--- config.mk ---
export PLATFORM = sky130hd
export DESIGN_NAME = fm_field_tx
export DESIGN_NICKNAME = d
export VERILOG_FILES = /design/src/rtl/fm_pkg.sv /design/src/rtl/fm_carrier_div.sv /design/src/rtl/fm_frame_pack.sv /design/src/rtl/fm_bit_shaper.sv /design/src/rtl/fm_field_tx.sv
export SDC_FILE = /design/constraint.sdc
export NUM_CORES = 1
export LEC_CHECK = 0
export ABC_AREA = 1
export BUFFER_PORTS_ARGS = -buffer_cell sky130_fd_sc_hd__buf_4
export CORE_MARGIN = 2
export CORE_UTILIZATION = 25
export DETAILED_ROUTE_END_ITERATION = 12
export SYNTH_ARGS = -nofsm -noshare
export SYNTH_HDL_FRONTEND = slang
export SYNTH_SLANG_ARGS = --single-unit
--- constraint.sdc ---
create_clock -name clk -period 3.4 [get_ports clk]
set_clock_uncertainty 0.2 [all_clocks]
set_input_delay 0 -clock clk [delete_from_list [all_inputs] [get_ports clk]]
set_output_delay 0 -clock clk [all_outputs]
set_load 0.005 [all_outputs]
--- src/rtl/fm_pkg.sv ---
package fm_pkg;
    localparam int BIT_CARRIERS = 64;
    localparam int GAP_HEAD     = 7;
    localparam int HALF_POINT   = 32;
    localparam int BYTE_BITS    = 8;
    localparam int WORD_BYTES   = 4;
    localparam int FRAME_BITS   = (BYTE_BITS + 1) * (WORD_BYTES + 1) + BYTE_BITS + 1;
    localparam int RM_BITS      = 2;
    localparam int PHASE_W      = $clog2(BIT_CARRIERS);
    localparam int LEFT_W       = $clog2(FRAME_BITS + 1);

    typedef struct packed {
        logic                  busy;
        logic [FRAME_BITS-1:0] sreg;
        logic [LEFT_W-1:0]     left;
        logic [PHASE_W-1:0]    phase;
    } tx_state_t;
endpackage

--- src/rtl/fm_carrier_div.sv ---
module fm_carrier_div #(
    parameter int DIV = 2
) (
    input  logic clk,
    input  logic rst_n,
    input  logic run,
    output logic tick
);
    localparam int CW = (DIV > 1) ? $clog2(DIV) : 1;

    logic [CW-1:0] cnt_d, cnt_q;

    assign tick = run && (cnt_q == CW'(DIV - 1));

    always_comb begin
        cnt_d = cnt_q;
        if (!run)      cnt_d = '0;
        else if (tick) cnt_d = '0;
        else           cnt_d = cnt_q + 1'b1;
    end

    always_ff @(posedge clk or negedge rst_n) begin
        if (!rst_n) cnt_q <= '0;
        else        cnt_q <= cnt_d;
    end

    AST_TICK_IDLE: assert property (@(posedge clk) disable iff (!rst_n)
        !run |-> !tick);
endmodule

--- src/rtl/fm_frame_pack.sv ---
module fm_frame_pack
    import fm_pkg::*;
(
    input  logic [BYTE_BITS-1:0]            code,
    input  logic [WORD_BYTES*BYTE_BITS-1:0] word,
    output logic [FRAME_BITS-1:0]           frame
);
    logic [BYTE_BITS-1:0] col;

    always_comb begin
        col = '0;
        for (int b = 0; b < WORD_BYTES; b++)
            col ^= word[(WORD_BYTES-1-b)*BYTE_BITS +: BYTE_BITS];
    end

    assign frame[FRAME_BITS-1 -: BYTE_BITS+1] = {code, ^code};

    for (genvar g = 0; g < WORD_BYTES; g++) begin : g_row
        localparam int TOP = FRAME_BITS - 1 - (g + 1) * (BYTE_BITS + 1);
        wire [BYTE_BITS-1:0] by = word[(WORD_BYTES-1-g)*BYTE_BITS +: BYTE_BITS];
        assign frame[TOP -: BYTE_BITS+1] = {by, ^by};
    end

    assign frame[BYTE_BITS:1] = col;
    assign frame[0]           = 1'b0;
endmodule

--- src/rtl/fm_bit_shaper.sv ---
module fm_bit_shaper
    import fm_pkg::*;
(
    input  logic               bit_val,
    input  logic [PHASE_W-1:0] phase,
    output logic               level
);
    always_comb begin
        if (bit_val) level = 1'b1;
        else         level = (phase >= PHASE_W'(GAP_HEAD)) && (phase < PHASE_W'(HALF_POINT));
    end
endmodule

--- src/rtl/fm_field_tx.sv ---
module fm_field_tx
    import fm_pkg::*;
#(
    parameter int CARRIER_DIV = 2
) (
    input  logic        clk,
    input  logic        rst_n,
    input  logic        start_i,
    input  logic [7:0]  cmd_code_i,
    input  logic [31:0] cmd_word_i,
    input  logic        rm_req_i,
    output logic        busy_o,
    output logic        field_en_o
);
    localparam logic [PHASE_W-1:0] LAST_PHASE = PHASE_W'(BIT_CARRIERS - 1);

    tx_state_t s_d, s_q;
    logic tick, level, cur_bit;
    logic [FRAME_BITS-1:0] frame;

    fm_carrier_div #(.DIV(CARRIER_DIV)) u_div (
        .clk(clk), .rst_n(rst_n), .run(s_q.busy), .tick(tick));

    fm_frame_pack u_pack (.code(cmd_code_i), .word(cmd_word_i), .frame(frame));

    assign cur_bit = s_q.sreg[FRAME_BITS-1];

    fm_bit_shaper u_shape (.bit_val(cur_bit), .phase(s_q.phase), .level(level));

    always_comb begin
        s_d = s_q;
        if (!s_q.busy && start_i) begin
            s_d.busy  = 1'b1;
            s_d.sreg  = frame;
            s_d.left  = LEFT_W'(FRAME_BITS);
            s_d.phase = '0;
        end else if (!s_q.busy && rm_req_i) begin
            s_d.busy  = 1'b1;
            s_d.sreg  = '0;
            s_d.left  = LEFT_W'(RM_BITS);
            s_d.phase = '0;
        end else if (s_q.busy && tick) begin
            if (s_q.phase == LAST_PHASE) begin
                s_d.phase = '0;
                if (s_q.left == LEFT_W'(1)) begin
                    s_d.busy = 1'b0;
                    s_d.left = '0;
                end else begin
                    s_d.sreg = {s_q.sreg[FRAME_BITS-2:0], 1'b0};
                    s_d.left = s_q.left - 1'b1;
                end
            end else begin
                s_d.phase = s_q.phase + 1'b1;
            end
        end
    end

    always_ff @(posedge clk or negedge rst_n) begin
        if (!rst_n) s_q <= '0;
        else        s_q <= s_d;
    end

    assign busy_o     = s_q.busy;
    assign field_en_o = !s_q.busy || level;

    AST_IDLE_FIELD_ON: assert property (@(posedge clk) disable iff (!rst_n)
        !busy_o |-> field_en_o);
    AST_START_BUSY: assert property (@(posedge clk) disable iff (!rst_n)
        (!busy_o && (start_i || rm_req_i)) |=> busy_o);
    AST_END_ON_LAST_PHASE: assert property (@(posedge clk) disable iff (!rst_n)
        $fell(busy_o) |-> $past(s_q.phase) == LAST_PHASE);
    AST_PHASE_HOLD: assert property (@(posedge clk) disable iff (!rst_n)
        (busy_o && !tick) |=> $stable(s_q.phase));
    AST_ZERO_HEAD_GAP: assert property (@(posedge clk) disable iff (!rst_n)
        (busy_o && !cur_bit && s_q.phase < PHASE_W'(GAP_HEAD)) |-> !field_en_o);
    AST_ONE_FIELD_ON: assert property (@(posedge clk) disable iff (!rst_n)
        (busy_o && cur_bit) |-> field_en_o);
endmodule

==> results.tsv <==
stage	metric	value	unit
layout	fillcell total	1910	
logic_synthesis	Yosys reg bits	67	
global_routing	first-pass GRT wire length	19.00	mm
global_routing	largest net degree at the start of global routing	100	
timing	Max-slew headroom	40.00	%
logic_synthesis	area leader, netlist	dfrtp_1	
clock_network	TritonCTS Buffers	9	
clock_network	clock buffer depth	2	
clock_network	clock sink total	67	
die	DIE AREA	18740	um2
logic_synthesis	most used flip-flop cell after synthesis	dfrtp_1	
clock_network	Clock Pin Slew Worst Setup and Hold Paths	60	ps
die	num rows	48	
routing	Initial DRC Count	250	
die	Ports	46	
routing	post-route ant nets	0	
worst_setup_path	worst-path fanout max	99	
die	Core ar.	17300	um2
clock_network	Post-CTS Hold Buffers	44	
clock_network	Post CTS Setup Buffer Count	0	
timing	PnR worst setup slack	468.3	ps
global_routing	initial antenna violation count	0	
timing	Tmin final	2932	ps
die	Die Span Y	136.9	um
routing	final WL	11.31	mm
global_routing	Congestion Overflow GR	0	
clock_network	CTS tree	yes	
die	Initial Util	25.53	%
place	IO Port Bufs	45	
routing	Remaining DRCs	0	
worst_setup_path	CP max stage delay	680	ps
worst_setup_path	critical path class	reg2reg	
layout	layout cells sized above 1	10.81	%
worst_setup_path	slowest cell on the critical path	dlygate4sd3_1	
logic_synthesis	top cells by area, synth	dfrtp_1, nand2_1, inv_1	
run_status	status	finished clean	
logic_synthesis	sequential area share after synthesis	37.97	%
routing	via count	4258	
place	dpl hpwl	7.701	mm
timing	Final Hold Viols	0	
worst_setup_path	critical path buffer and inverter count	3	
logic_synthesis	Synth Warn #	0	
logic_synthesis	Syn Std Cell Area	4415	um2
global_routing	vias in the first global route	4039	
clock_network	Clk Latency, worst-skew pair	340	ps
worst_setup_path	most used cell, CP	o21ai_4	
routing	DR vias/cell	4.288	
timing	RSZ-0062 raised after global routing	no	
worst_setup_path	Worst R2R Start	busy_o$_DFFE_PN0P_	
clock_network	H-tree depth	3	
clock_network	post-CTS sizing	0	
worst_setup_path	critical path, cell by cell	inv_2 -> o21ai_4 -> dlygate4sd3_1 -> o21ai_4 -> nand3_4 -> inv_4 -> o21ai_0	
logic_synthesis	syn_nets	729	
power	Lkg Pwr	2.976	nW
die	width of the die	136.9	um
place	final estimated routing congestion in global placement	0.7804	
logic_synthesis	Yosys top cell area share	37.97	%
power	Power Dens Cells	627.4	nW/um2
worst_setup_path	Worst EP arrival	2900	ps
logic_synthesis	Netlist cell types	26	
clock_network	CTS Root Cell	clkbuf_16	
timing	slew of the pin with the lowest slew margin	900.0	ps
logic_synthesis	EDFF count, synth	0	
place	pre-CTS setup slack	1043	ps
flow_run	max-cap violation count	0	
logic_synthesis	most instantiated cells after synthesis	nand2_1, inv_1, dfrtp_1	
logic_synthesis	cells after synthesis	681	
worst_setup_path	Setup crit start	busy_o$_DFFE_PN0P_	
layout	# diodes	0	
worst_setup_path	Setup crit end kind	flop	
worst_setup_path	Req. time, crit path	3370	ps
timing	Final Max Slew Viols	0	
logic_synthesis	dominant cell by count in the synthesized netlist	nand2_1	
logic_synthesis	synthesized area per cell	6.484	um2
worst_setup_path	CP top delay family	buffers and inverters	
worst_setup_path	crit start category	flop	
global_routing	GRT Total Usage	12.95	%
logic_synthesis	Async SR Flop Fraction	100.0	%
routing	drt pass-1 iters	4	
routing	wire per inst	11.39	um
layout	Final nets	811	
timing	FMAX	0.3411	GHz
power	total power	3.568	mW
timing	Tcrit/Tclk final	86.23	%
layout	Layout area overhead	28.79	%
timing	Fin Setup TNS	0	ps
timing	# setup viols final	0	
power	Max VDD drop	0.2710	mV
min_path	worst min path class	in2async	
[registers in the layout, indices dropped and copies added (netlist names)]
register and cells:
cur_bit 1, busy_o 1, s_q 64, u_div.cnt_q 1
[placed cells by master (no fill, tap or decap), types with 2 or more instances in the layout]
cell type and count:
nor3_1 3, o21ai_4 2, clkbuf_16 9, nand3_1 9, a21oi_1 12, clkinv_2 2
nor2_1 63, ha_1 4, dfrtp_1 67, buf_4 47, xnor2_1 8, dlygate4sd3_1 44
inv_2 3, o21ai_2 10, nand2_1 260, o21ai_0 53, xor2_1 4, o22ai_1 35
clkinv_4 2, a31oi_1 2, inv_1 119
[final timing paths]
| path | end | slack (ps) | cells after the start |
|---|---|---|---|
| max in group asynchronous | s_q[11]$_DFFE_PN0P_ | 2270 | 2 |
| min in group clk | u_div.cnt_q$_DFF_PN0_ | 240 | 1 |
| worst max register to register | s_q[34]$_DFFE_PN0P_ | 470 | 7 |
| worst min register to register | u_div.cnt_q$_DFF_PN0_ | 240 | 1 |
| worst min-delay path | s_q[17]$_DFFE_PN0P_ | 110 | 2 |
| worst max-delay path | s_q[34]$_DFFE_PN0P_ | 470 | 7 |
[layer usage]
layer	up-vias	part of all wire [%]	wire length (um)	track usage, %
li1	2254	-	-	-
met4	0	1.2	138	3.780
met2	54	47	5314	21.83
met5	-	0	0	0
met3	10	3.1	353	2.778
met1	1940	49	5507	16.67
[stage by stage]
step,hold WS (ps),cells,utilization [%],cell area [um2]
floorplan,-495.6,681,-,4415
global placement,-18.34,933,28.57,4942
detailed placement,-12.69,933,28.57,4942
CTS,177.5,993,32.88,5687
global route,247.0,993,32.88,5687
finish,105.0,993,32.88,5687
[cells by family after synthesis]
family                     share of synthesized area [%]
DFF                                                37.97
and+or+nand+nor                                    29.87
adders and majority gates                          1.134
xor gates and xnor gates                           2.380
buffers and inverters                              12.95
AOI/OAI and AO/OA                                  15.70
[report_power, final]
part           switching (mW)  internal (mW)
Sequential              0.171           1.18
Clock                   0.371          0.587
Combinational           0.725          0.534
[area by class of cell]
type / count / area [um2] / share of cell area (%)
multi-input combinational: 471 / 2167 / 38.11
sequential: 67 / 1677 / 29.48
timing repair buffer: 91 / 793.3 / 13.95
inverter: 123 / 464.2 / 8.163
tap: 225 / 281.5 / 4.950
clock buffer: 10 / 239.0 / 4.202
clock inverter: 6 / 65.06 / 1.144
Note: power is estimated with default switching activity, not from simulation.
